<file path="src/rtl/usb_bridge_pkg.sv">
package usb_bridge_pkg;
  localparam int unsigned WORD_BYTES = 2;

  typedef enum logic [1:0] {
    DIR_IDLE = 2'd0,
    DIR_IN   = 2'd1,
    DIR_OUT  = 2'd2
  } bus_dir_e;
endpackage

</file>
<file path="src/rtl/ubr_fifo.sv">
module ubr_fifo #(
  parameter int unsigned W     = 16,
  parameter int unsigned DEPTH = 16,
  localparam int unsigned AW   = $clog2(DEPTH),
  localparam int unsigned CW   = $clog2(DEPTH + 1)
) (
  input  logic          clk_i,
  input  logic          rst_ni,
  input  logic          push_i,
  input  logic [W-1:0]  data_i,
  input  logic          pop_i,
  output logic [W-1:0]  data_o,
  output logic [CW-1:0] cnt_o,
  output logic          full_o,
  output logic          empty_o
);
  logic [W-1:0]  mem [DEPTH];
  logic [AW-1:0] wptr_q, rptr_q;
  logic [CW-1:0] cnt_q;
  logic          do_push, do_pop;

  assign full_o  = (cnt_q == CW'(DEPTH));
  assign empty_o = (cnt_q == '0);
  assign do_push = push_i & ~full_o;
  assign do_pop  = pop_i & ~empty_o;
  assign data_o  = mem[rptr_q];
  assign cnt_o   = cnt_q;

  always_ff @(posedge clk_i) begin
    if (do_push) mem[wptr_q] <= data_i;
  end

  always_ff @(posedge clk_i or negedge rst_ni) begin
    if (!rst_ni) begin
      wptr_q <= '0;
      rptr_q <= '0;
      cnt_q  <= '0;
    end else begin
      if (do_push) wptr_q <= (wptr_q == AW'(DEPTH - 1)) ? '0 : wptr_q + 1'b1;
      if (do_pop)  rptr_q <= (rptr_q == AW'(DEPTH - 1)) ? '0 : rptr_q + 1'b1;
      case ({do_push, do_pop})
        2'b10:   cnt_q <= cnt_q + 1'b1;
        2'b01:   cnt_q <= cnt_q - 1'b1;
        default: cnt_q <= cnt_q;
      endcase
    end
  end
endmodule

</file>
<file path="src/rtl/ubr_rd_burst.sv">
module ubr_rd_burst
  import usb_bridge_pkg::*;
#(
  parameter int unsigned CNT_W = 5,
  localparam int unsigned LEN_W = CNT_W + 1
) (
  input  logic             clk_i,
  input  logic             rst_ni,
  input  logic             rd_i,
  input  logic [CNT_W-1:0] out_cnt_i,
  output logic             pop_o,
  output logic             busy_o,
  output logic             done_o,
  output logic [LEN_W-1:0] len_o
);
  logic             busy_q, done_q;
  logic [LEN_W-1:0] rem_q, len_now, rem_next;
  logic             start;

  assign start    = rd_i & ~busy_q & (out_cnt_i != '0);
  assign pop_o    = start | (rd_i & busy_q);
  assign len_now  = busy_q ? rem_q : {out_cnt_i, 1'b0};
  assign rem_next = len_now - LEN_W'(WORD_BYTES);
  assign busy_o   = busy_q;
  assign done_o   = done_q;
  assign len_o    = len_now;

  always_ff @(posedge clk_i or negedge rst_ni) begin
    if (!rst_ni) begin
      busy_q <= 1'b0;
      done_q <= 1'b0;
      rem_q  <= '0;
    end else begin
      done_q <= pop_o & (rem_next == '0);
      if (pop_o) begin
        rem_q  <= rem_next;
        busy_q <= (rem_next != '0);
      end
    end
  end
endmodule

</file>
<file path="src/rtl/ubr_wr_burst.sv">
module ubr_wr_burst #(
  parameter int unsigned DEPTH  = 16,
  parameter int unsigned THRESH = 4,
  localparam int unsigned CW    = $clog2(DEPTH + 1)
) (
  input  logic          clk_i,
  input  logic          rst_ni,
  input  logic          wr_i,
  input  logic          last_i,
  input  logic [CW-1:0] in_cnt_i,
  output logic          push_o,
  output logic          busy_o,
  output logic          ovf_o,
  output logic          room_o
);
  logic          busy_q, ovf_q, full;
  logic [CW-1:0] free_cnt;

  assign full     = (in_cnt_i == CW'(DEPTH));
  assign free_cnt = CW'(DEPTH) - in_cnt_i;
  assign push_o   = wr_i & ~full;
  assign room_o   = (free_cnt >= CW'(THRESH));
  assign busy_o   = busy_q;
  assign ovf_o    = ovf_q;

  always_ff @(posedge clk_i or negedge rst_ni) begin
    if (!rst_ni) begin
      busy_q <= 1'b0;
      ovf_q  <= 1'b0;
    end else begin
      if (wr_i)        busy_q <= ~last_i;
      if (wr_i & full) ovf_q  <= 1'b1;
    end
  end
endmodule

</file>
<file path="src/rtl/usb_fifo_bridge.sv">
module usb_fifo_bridge
  import usb_bridge_pkg::*;
#(
  parameter int unsigned DATA_W     = 16,
  parameter int unsigned IN_DEPTH   = 16,
  parameter int unsigned OUT_DEPTH  = 16,
  parameter int unsigned RDY_THRESH = 4,
  localparam int unsigned IN_CW     = $clog2(IN_DEPTH + 1),
  localparam int unsigned OUT_CW    = $clog2(OUT_DEPTH + 1),
  localparam int unsigned LEN_W     = OUT_CW + 1
) (
  input  logic              clk_i,
  input  logic              rst_ni,
  input  logic              cs_i,
  input  logic              bus_wr_i,
  input  logic              bus_wr_last_i,
  input  logic [DATA_W-1:0] bus_data_i,
  input  logic              bus_rd_i,
  output logic [DATA_W-1:0] bus_data_o,
  output logic              bus_data_oe_o,
  output logic              bus_ctl_oe_o,
  output logic              bus_rdy_o,
  output logic              bus_pktend_o,
  output logic              busy_o,
  output logic [LEN_W-1:0]  out_len_o,
  output logic              ovf_err_o,
  output logic [DATA_W-1:0] app_in_data_o,
  output logic              app_in_valid_o,
  input  logic              app_in_ready_i,
  input  logic [DATA_W-1:0] app_out_data_i,
  input  logic              app_out_valid_i,
  output logic              app_out_ready_o
);
  logic [IN_CW-1:0]  in_cnt;
  logic [OUT_CW-1:0] out_cnt;
  logic              in_full, in_empty, out_full, out_empty;
  logic              in_push, out_pop;
  logic              wr_busy, rd_busy, rd_done, room;
  logic              active, wr_go, rd_go;
  logic [DATA_W-1:0] out_head;
  bus_dir_e          dir;

  // keep ownership until the burst and its end strobe are complete
  assign active = cs_i | wr_busy | rd_busy | rd_done;

  always_comb begin
    if (wr_busy || (bus_wr_i && !rd_busy))  dir = DIR_IN;
    else if (rd_busy || bus_rd_i)           dir = DIR_OUT;
    else                                    dir = DIR_IDLE;
  end

  assign wr_go = active & bus_wr_i & (dir == DIR_IN);
  assign rd_go = active & bus_rd_i & (dir == DIR_OUT);

  ubr_wr_burst #(.DEPTH(IN_DEPTH), .THRESH(RDY_THRESH)) u_wr (
    .clk_i, .rst_ni,
    .wr_i     (wr_go),
    .last_i   (bus_wr_last_i),
    .in_cnt_i (in_cnt),
    .push_o   (in_push),
    .busy_o   (wr_busy),
    .ovf_o    (ovf_err_o),
    .room_o   (room)
  );

  ubr_rd_burst #(.CNT_W(OUT_CW)) u_rd (
    .clk_i, .rst_ni,
    .rd_i      (rd_go),
    .out_cnt_i (out_cnt),
    .pop_o     (out_pop),
    .busy_o    (rd_busy),
    .done_o    (rd_done),
    .len_o     (out_len_o)
  );

  ubr_fifo #(.W(DATA_W), .DEPTH(IN_DEPTH)) u_in_fifo (
    .clk_i, .rst_ni,
    .push_i  (in_push),
    .data_i  (bus_data_i),
    .pop_i   (app_in_ready_i),
    .data_o  (app_in_data_o),
    .cnt_o   (in_cnt),
    .full_o  (in_full),
    .empty_o (in_empty)
  );

  ubr_fifo #(.W(DATA_W), .DEPTH(OUT_DEPTH)) u_out_fifo (
    .clk_i, .rst_ni,
    .push_i  (app_out_valid_i),
    .data_i  (app_out_data_i),
    .pop_i   (out_pop),
    .data_o  (out_head),
    .cnt_o   (out_cnt),
    .full_o  (out_full),
    .empty_o (out_empty)
  );

  assign app_in_valid_o  = ~in_empty;
  assign app_out_ready_o = ~out_full;
  assign bus_ctl_oe_o    = active;
  assign bus_data_oe_o   = active & (dir != DIR_IN) & ~out_empty;
  assign bus_data_o      = bus_data_oe_o ? out_head : '0;
  assign bus_rdy_o       = active & room & ~in_full;
  assign bus_pktend_o    = active & rd_done;
  assign busy_o          = wr_busy | rd_busy;
endmodule

</file>
<file path="config.mk">
export PLATFORM = sky130hd
export DESIGN_NAME = usb_fifo_bridge
export DESIGN_NICKNAME = d
export VERILOG_FILES = /design/src/rtl/usb_bridge_pkg.sv /design/src/rtl/ubr_fifo.sv /design/src/rtl/ubr_rd_burst.sv /design/src/rtl/ubr_wr_burst.sv /design/src/rtl/usb_fifo_bridge.sv
export SDC_FILE = /design/constraint.sdc
export NUM_CORES = 1
export LEC_CHECK = 0
export ABC_CLOCK_PERIOD_IN_PS = 6400
export CORE_AREA = 2 2 211 213
export CTS_CLUSTER_SIZE = 10
export DETAILED_ROUTE_END_ITERATION = 8
export DIE_AREA = 0 0 213 215
export GPL_TIMING_DRIVEN = 0
export HOLD_SLACK_MARGIN = 0.05
export PLACE_DENSITY = 0.66
export SYNTH_ARGS = -nofsm -noshare
export SYNTH_HDL_FRONTEND = slang
export SYNTH_SLANG_ARGS = --single-unit
</file>
<file path="constraint.sdc">
create_clock -name clk_i -period 6.4 [get_ports clk_i]
set_input_delay 1.28 -clock clk_i [delete_from_list [all_inputs] [get_ports clk_i]]
set_output_delay 1.28 -clock clk_i [all_outputs]
set_load 0.005 [all_outputs]
</file>
==> results of run 1 <==
placed cells by master, fill, tap and decap left out, drive strengths merged, types with 7 or more instances in the layout:
cell,n
edfxtp,512
mux4,144
clkbuf,124
clkdlybuf4s50,84
buf,71
nor2,49
o21ai,40
dfrtp,36
nand2,33
nor3,26
inv,23
ha,20
o22ai,16
a21oi,13
nand3,11
xnor2,10
xor2,8
nand2b,7
cell type report:
class                      count  area, um2
tap                          592        741
buffer                        59        292
inverter                      21       78.8
clock inverter                 4       50.0
sequential                   548      16300
clock buffer                  98       1680
fill                        3191      18100
multi-input combinational    423       5030
timing repair buffer         122       1380
worst max path at each step:
stage,start,end,slack [ns],cells past startpoint
global placement,cs_i,u_in_fifo.mem[3][8],0.65,6
CTS,bus_wr_i,bus_data_o[11],0.83,9
global route,bus_wr_i,bus_data_o[11],0.71,9
finish,bus_wr_i,bus_data_o[12],0.84,9
detailed placement,bus_wr_i,bus_data_o[11],0.87,9
floorplan,bus_wr_i,bus_data_o[10],2.76,7
logic make-up (layout without fill, tap and decap cells):
kind of cell	after synthesis	count (layout)	synth area share (%)
and+or+nand+nor	144	144	3.02
DFF	548	548	75.4
muxes	153	153	15.5
xor gates and xnor gates	18	18	0.731
buffers and inverters	80	304	1.72
AOI/OAI and AO/OA	87	87	2.36
adders and majority gates	21	21	1.25
critical path: stages:
cell             delay [ns]
clkdlybuf4s50_1        0.46
o21bai_1               0.18
a21oi_1                0.23
and2_1                 0.16
clkbuf_1               0.49
buf_2                  0.33
o21ai_0                0.13
nor3_1                 0.38
clkdlybuf4s50_1        0.62
power by group through the flow:
stage / clock, W / sequential [W] / combinational (W)
2_1_floorplan: 0 / 0.00435 / 0.00223
3_3_place_gp: 0 / 0.00438 / 0.00356
3_5_place_dp: 0 / 0.00439 / 0.00367
4_1_cts: 0.00312 / 0.00432 / 0.00369
5_1_grt: 0.00327 / 0.00434 / 0.00392
6_report: 0.00306 / 0.00432 / 0.00362
flip-flops by register name, indices dropped and copies added (netlist names):
| name | flops |
|---|---|
| u_in_fifo.mem | 256 |
| u_out_fifo.mem | 256 |
| u_rd.rem_q | 6 |
| u_in_fifo.cnt_o | 5 |
| u_out_fifo.cnt_o | 5 |
| u_in_fifo.rptr_q | 4 |
| u_in_fifo.wptr_q | 4 |
| u_out_fifo.rptr_q | 4 |
| u_out_fifo.wptr_q | 4 |
| u_rd.busy_o | 1 |
| u_rd.done_o | 1 |
| u_wr.busy_o | 1 |
| u_wr.ovf_o | 1 |
per-stage QoR:
step	total power [W]	setup slack [ns]
5_1_grt	0.0115	0.709
2_1_floorplan	0.00659	2.76
4_1_cts	0.0111	0.832
3_3_place_gp	0.00794	0.649
6_report	0.0110	0.843
3_5_place_dp	0.00806	0.872
routing by layer:
| layer | wire (um) | vias up | GRT usage (%) | part of all wire, % |
|---|---|---|---|---|
| met5 | 11 | - | 0 | 0.024 |
| met2 | 21500 | 316 | 31.3 | 47 |
| met3 | 2840 | 58 | 3.71 | 6.2 |
| met1 | 20800 | 5736 | 32.1 | 45 |
| li1 | - | 4652 | - | - |
| met4 | 769 | 2 | 4.90 | 1.7 |
==> results.md, run 1 <==
- Status: finished, final reports clean
- Vias/cell: 5.77
- Post-route cell area: 25,500 um2
- CTS Sinks: 548
- Synth cell count leaders: 512 x edfxtp_1, 144 x mux4_2, 49 x nor2_1
- Post-Route Skew: 0.0113 ns
- Clk_lat worst skew: 0.61 ns
- HPWL after DPL: 30,200 um
- Sum of negative setup slack: 0 ns
- Int Power: 0.00778 W
- CTS tree: done
- CORE AREA: 43,600 um2
- Least-Margin Pin Slew: 1.18 ns
- Vias: 10,800
- F_max: 180 MHz
- Share of the synthesized area in the top cell type: 71.3%
- Sw frac: 29.3%
- Clock slew at the register clock pins of the worst setup and hold paths: 0.06 ns
- LEAKAGE: 8.27 nW
- Routability cong.: 0.771
- Largest net degree at the start of global routing: 35
- Worst-path fanout max: 10
- DRT Wirelength: 45,900 um
- Layout area overhead: 18.3%
- ANT cells: 0
- Mapped Area: 21,600 um2
- Final period util: 86.8%
- Synth warn: 0
- Number of global-route vias before repair: 11,100
- Post-Syn Nets: 1,112
- Reg2reg path depth: 15
- First-pass GRT wire length: 69,500 um
- Max-slew violations: 0
- TritonCTS buffer count: 61
- Initial Util: 49.4%
- Post-synth EDFFs: 512
- Final ANT Viol Nets: 0
- Final hold viol count: 0
- FFs w/ async S/R, synth: 6.57%
- Share of cells above drive strength 1: 24.5%
- NumNets Final: 1,297
- Synth cell types: 45
- Chip width: 213 um
- Worst slew margin: 21.0%
- Worst ir drop on vdd: 0.000281 V
- Reg power frac: 39.2%
- Io pins: 86
- Utilization after layout: 58.5%
- Postcts setup bufs: 0
- PD cells: 431 nW/um2
- Worst Setup End Kind: output port
- CP startpoint kind: input pin
- Clock Power Share: 27.9%
- R2r startpoint: u_out_fifo.cnt_o[1]
- Critical path class: in -> out
- Post-DR wirelength/cell: 24.6 um
- Minimum clock period: 5.56 ns
- Worst-case clock buffer depth: 3
- #FFs+latches synth: 548
- P_sw: 0.00322 W
- Worst path arrival time: 4.28 ns
- Hold Crit Class: in -> async
- Sequential-to-total area share from yosys stat: 75.4%
- Area of placed instances: 23,800 um2
- Cell taking the most area after synthesis: edfxtp_1
- Synthesized instance count: 1,051
- Hold-fix buffers, CTS: 0
- DRC: 0
- H-tree depth: 2
- Dominant cells by area after synthesis: edfxtp_1 71%, mux4_2 15%, dfrtp_1 4.2%, ha_1 1.2%, o21ai_0 0.93%
- Worst EP required: 5.12 ns
- Die Area: 45,800 um2
- Final setup viols: 0
- CTS Root Cell: clkbuf_16
- Drt pass-1 iters: 5
- R2r endpoint: u_out_fifo.cnt_o[4]
- Hold slack: 0.468 ns
- Cells after DPL: 1,765
- Main synth FF type: edfxtp_1
- Drt initial violations: 1,144
- Non-filler instance count after layout: 1,867
- Worst R2R Setup Slack: 2.88 ns
- Synthesized area per cell: 20.5 um2
- Initial antenna violation count: 2
- Share of power burned in combinational logic: 32.9%
- Die H: 215 um
- Port Buf Inserts: 85
- Post-CTS Resized: 0
- Total gr overflow: 0
- Most frequent cell after synthesis: edfxtp_1
- FP Rows: 77
- Total Routing Usage GR: 20.8%
- Maxcap violations: 0
- RSZ-0062 raised after global routing: no
Note: power is estimated with default switching activity, not from simulation.
==> inputs of run 2 (changes only) <==
Settings changed: SLEW_MARGIN set to 5.
==> results.md, run 2 (synthesis results as in run 1) <==
- Drt pass-1 iters: 7 (+2)
- Max-slew violations: 0 (unchanged)
- FP Rows: 77 (unchanged)
- ANT cells: 0 (unchanged)
- Commonest non-fill, non-tap cells in the layout: 512 x edfxtp_1, 144 x mux4_2, 84 x clkdlybuf4s50_1
- CP startpoint kind: input pin
- NumNets Final: 1,297 (unchanged)
- Post-route cell area: 25,600 um2 (+0.18%)
- Max Used Layer: met5
- CORE AREA: 43,600 um2 (unchanged)
- Clock slew at the register clock pins of the worst setup and hold paths: 0.05 ns (about the same)
- Fill count: 3,171 (-0.63%)
- Io pins: 86 (unchanged)
- Initial antenna violation count: 1 (-1)
- Port Buf Inserts: 85 (unchanged)
- Final ANT Viol Nets: 0 (unchanged)
- Final hold viol count: 0 (unchanged)
- Largest net degree at the start of global routing: 29 (-17%)
- Post-Route Skew: 0.0206 ns (+0.00931 ns)
- RSZ-0062 raised after global routing: no
- Total Routing Usage GR: 20.6% (-0.18 points)
- Worst Setup End Kind: output port
- Drt initial violations: 1,063 (-7.1%)
- Hold slack: 0.496 ns (+0.0289 ns)
- Postcts setup bufs: 0 (unchanged)
- Clk_lat worst skew: 0.60 ns (about the same)
- Die H: 215 um (unchanged)
- Hold-fix buffers, CTS: 0 (unchanged)
- Least-Margin Pin Slew: 1.20 ns (+0.0182 ns)
- Largest regs: u_in_fifo.mem (256), u_out_fifo.mem (256), u_rd.rem_q (6)
- HPWL after DPL: 30,300 um (+0.21%)
- Vias/cell: 5.75 (-0.31%)
- Area of placed instances: 23,800 um2 (about the same)
- Minimum clock period: 5.59 ns (+0.0356 ns)
- Maxcap violations: 0 (unchanged)
- TritonCTS buffer count: 61 (unchanged)
- WL met1: 20,800 um (+0.41%)
- H-tree depth: 2 (unchanged)
- DRC: 0 (unchanged)
- DR WL met3: 2660 um (-6.2%)
- Utilization after layout: 58.6% (+0.10 points)
- Total gr overflow: 0 (unchanged)
- Number of global-route vias before repair: 11,100 (-0.31%)
- Met2 routed WL: 21,400 um (-0.59%)
- Layout area overhead: 18.5%
- Worst EP required: 5.12 ns (about the same)
- Hold Crit Class: reg -> reg
- Commonest non-fill, non-tap cell in the layout: edfxtp_1
- Die Area: 45,800 um2 (unchanged)
- CTS Root Cell: clkbuf_16
- Chip width: 213 um (unchanged)
- CTS tree: done
- F_max: 179 MHz (-0.64%)
- Final period util: 87.4% (+0.56 points)
- Post-DR wirelength/cell: 24.4 um (-0.67%)
- DRT Wirelength: 45,600 um (-0.61%)
- LEAKAGE: 8.30 nW (+0.35%)
- Worst slew margin: 19.8% (-1.2 points)
- Status: finished, final reports clean
- PD cells: 434 nW/um2 (+0.64%)
- CTS Sinks: 548 (unchanged)
- Final setup viols: 0 (unchanged)
- Share of cells above drive strength 1: 24.6% (+0.059 points)
- Worst-path fanout max: 10 (unchanged)
- Critical path class: in -> out
- Routability cong.: 0.771 (unchanged)
- First-pass GRT wire length: 68,700 um (-1.2%)
- Sum of negative setup slack: 0 ns (unchanged)
- Worst ir drop on vdd: 0.000229 V (-19%)
- Vias: 10,700 (-0.26%)
- Worst R2R Setup Slack: 2.92 ns (+0.04 ns)
- Initial Util: 49.4% (unchanged)
- Worst path arrival time: 4.31 ns (+0.03 ns)
- Post-CTS Resized: 0 (unchanged)
- Worst-case clock buffer depth: 3 (unchanged)
run 2: worst paths after layout:
kind,startpoint,to,cells past startpoint
hold reg to reg,u_wr.ovf_o,u_wr.ovf_o,1
max in group asynchronous,rst_ni,u_in_fifo.wptr_q[3],2
setup / recovery,bus_wr_i,bus_data_o[11],9
hold / removal,u_wr.ovf_o,u_wr.ovf_o,1
min in group asynchronous,rst_ni,u_out_fifo.wptr_q[1],1
setup reg to reg,u_out_fifo.cnt_o[1],u_out_fifo.cnt_o[4],15
run 2: worst max-delay path, cell delays in order:
cell	delay (ns)
clkdlybuf4s50_1	0.45
o21bai_1	0.18
a21oi_1	0.23
and2_1	0.18
clkbuf_1	0.50
buf_2	0.34
o21ai_0	0.15
nor3_1	0.39
clkdlybuf4s50_1	0.60
run 2: layout make-up:
class	count	area (um2)	area share, %
Timing Repair Buffer	122	1360	5.32
Sequential cell	548	16300	63.7
Tap cell	592	741	2.90
Buffer	59	292	1.14
Clock inverter	2	38.8	0.152
Clock buffer	101	1750	6.85
Inverter	21	78.8	0.308
Multi-Input combinational cell	423	5030	19.7
run 2: metal layers:
layer,global-route usage [%],up-vias
met5,0,-
met3,3.78,53
li1,-,4653
met2,30.9,328
met4,4.73,2
met1,31.9,5700
run 2: stage by stage:
stage	cells	power, W	setup WS (ns)
global route	1868	0.0116	0.657
CTS	1868	0.0112	0.814
finish	1868	0.0111	0.808
floorplan	1051	0.00659	2.76
detailed placement	1765	0.00805	0.844
global placement	1728	0.00794	0.649
run 2: power breakdown:
| part | total (W) | internal, W | switching, W |
|---|---|---|---|
| combinational | 0.00362 | 0.00181 | 0.00181 |
| sequential | 0.00432 | 0.00420 | 0.000118 |
| clock | 0.00316 | 0.00188 | 0.00128 |
| total | 0.0111 | 0.00788 | 0.00321 |
==> inputs of run 3 (changes only) <==
Settings changed: CORE_AREA 2 2 211 213 to 2 2 222 224, DIE_AREA 0 0 213 215 to 0 0 224 226, PLACE_DENSITY 0.66 to 0.61, REMOVE_ABC_BUFFERS set to 1, SLEW_MARGIN 5 to unset.
==> results.md, run 3 (synthesis results as in run 1) <==
- CP startpoint kind: input pin
- CP max stage cell: and2_1
- Least-Margin Pin Slew: 1.30 ns (+0.0928 ns)
- CTS Sinks: 548 (unchanged)
- Vias: 10,400 (-2.8%)
- F_max: 176 MHz (-1.6%)
- Die Area: 50,600 um2 (+11%)
- Final hold viol count: 0 (unchanged)
- Postcts setup bufs: 0 (unchanged)
- Vias/cell: 5.69 (-1.1%)
- Commonest non-fill, non-tap cell in the layout: edfxtp_1
- Final setup viols: 0 (unchanged)
- Critical path class: in -> out
- RSZ-0062 raised after global routing: no
- Initial antenna violation count: 3 (+2)
- Commonest non-fill, non-tap cells in the layout: 512 x edfxtp_1, 144 x mux4_2, 84 x clkdlybuf4s50_1
- Number of global-route vias before repair: 10,700 (-3.1%)
- Hold-fix buffers, CTS: 0 (unchanged)
- Drt pass-1 iters: 6 (-1)
- Max-slew violations: 0 (unchanged)
- H-tree depth: 2 (unchanged)
- Final ANT Viol Nets: 0 (unchanged)
- Layout area overhead: 18.1%
- Total gr overflow: 0 (unchanged)
- NumNets Final: 1,245 (-4.0%)
- Power Total: 0.0108 W (-2.4%)
- Die H: 226 um (+5.1%)
- FP Rows: 81 (+5.2%)
- Status: finished, final reports clean
- Maxcap violations: 0 (unchanged)
- CTS tree: done
- Post-DR wirelength/cell: 24.4 um (-0.20%)
- PD cells: 425 nW/um2 (-2.1%)
- CTS Root Cell: clkbuf_16
- FF+latch area: 16,300 um2 (about the same)
- Total Routing Usage GR: 18.0% (-2.6 points)
- Utilization after layout: 52.7% (-5.9 points)
- Worst ir drop on vdd: 0.000312 V (+36%)
- First-pass GRT wire length: 67,000 um (-2.5%)
- Post-CTS Resized: 0 (unchanged)
- Largest net degree at the start of global routing: 55 (+90%)
- LEAKAGE: 8.21 nW (-1.1%)
- Post-Route Skew: 0.0229 ns (+0.00229 ns)
- CORE AREA: 48,300 um2 (+11%)
- Worst Setup End Kind: output port
- Chip width: 224 um (+5.2%)
- Initial Util: 44.6% (-4.8 points)
- Fill count: 3,729 (+18%)
- Multi-input logic area: 5030 um2 (unchanged)
- Clk_lat worst skew: 0.61 ns (about the same)
- Worst EP required: 5.12 ns (about the same)
- Worst-path fanout max: 17 (+7)
- Worst path arrival time: 4.41 ns (+0.10 ns)
- Drt initial violations: 872 (-18%)
- Critical path's most frequent cell: clkdlybuf4s50_1
- Clock slew at the register clock pins of the worst setup and hold paths: 0.05 ns (about the same)
- Hold slack: 0.484 ns (-0.0129 ns)
- HPWL after DPL: 28,000 um (-7.4%)
- TritonCTS buffer count: 61 (unchanged)
- Port Buf Inserts: 85 (unchanged)
- DRC: 0 (unchanged)
- Worst slew margin: 13.6% (-6.2 points)
- Largest regs: u_in_fifo.mem (256), u_out_fifo.mem (256), u_rd.rem_q (6)
- Minimum clock period: 5.69 ns (+0.0930 ns)
- DRT Wirelength: 44,700 um (-1.9%)
- CP max stage delay: 0.82 ns (+0.22 ns)
- Share of cells above drive strength 1: 24.9% (+0.29 points)
- Io pins: 86 (unchanged)
- Hold Crit Class: reg -> reg
- Final period util: 88.8% (+1.5 points)
- Worst-case clock buffer depth: 3 (unchanged)
- Worst-path cell chain: clkdlybuf4s50_1 > o21bai_1 > a21oi_1 > and2_1 > o21ai_0 > nor3_1 > clkdlybuf4s50_1
- Routability cong.: 0.735 (-4.7%)
## run 3: cell count changes in the layout (fill, tap and decap cells not counted), sizes merged
cell	change
clkbuf	-42
buf	-26
clkinv	+6
bufinv	-1
diode	+1
## run 3: stage by stage
stage               instance area [um2]  worst slack [ns]  TNS [ns]  instances
floorplan                         21300              1.37         0        992
detailed placement                23800             0.695         0       1743
global route                      25500             0.590         0       1836
finish                            25500             0.715         0       1836
global placement                  22900            -0.318     -4.40       1699
CTS                               25500             0.688         0       1835
## run 3: worst paths after layout
kind | endpoint | start | cells past startpoint | slack, ns
worst max-delay path | bus_data_o[5] | bus_wr_i | 7 | 0.71
worst min-delay path | u_rd.rem_q[3] | u_rd.rem_q[3] | 2 | 0.48
worst max register to register | u_in_fifo.cnt_o[4] | u_rd.busy_o | 12 | 2.88
worst min register to register | u_rd.rem_q[3] | u_rd.rem_q[3] | 2 | 0.48
max in group asynchronous | u_in_fifo.rptr_q[0] | rst_ni | 2 | 5.55
min in group asynchronous | u_out_fifo.wptr_q[1] | rst_ni | 2 | 0.63
## run 3: metal layers
layer	share of wire (%)	global-route usage, %	vias to the layer above
met2	49	29.9	246
met3	4.9	3.24	70
li1	-	-	4547
met1	44	24.8	5573
met4	1.9	4.77	4
met5	0.060	0	-
## run 3: power by group
group | switching [W] | internal, W | leakage [nW]
Combinational | 0.00136 | 0.00178 | 2.34
Sequential | 0.000431 | 0.00420 | 5.04
Clock | 0.00130 | 0.00175 | 0.818
## run 3: cell type report
cell class | instances | area share (%)
Antenna cell | 1 | 0.00982
Clock buffer | 85 | 6.43
Clock inverter | 7 | 0.221
Inverter | 21 | 0.309
Multi-Input combinational cell | 423 | 19.7
Sequential cell | 548 | 63.9
Tap cell | 622 | 3.05
Timing Repair Buffer | 129 | 6.32
## run 3: worst max-delay path, delay by kind of cell
family / cells / cell delay [ns]
buffers and inverters: 2 / 1.10
AOI/OAI and AO/OA: 3 / 0.73
and+or+nand+nor: 2 / 1.29
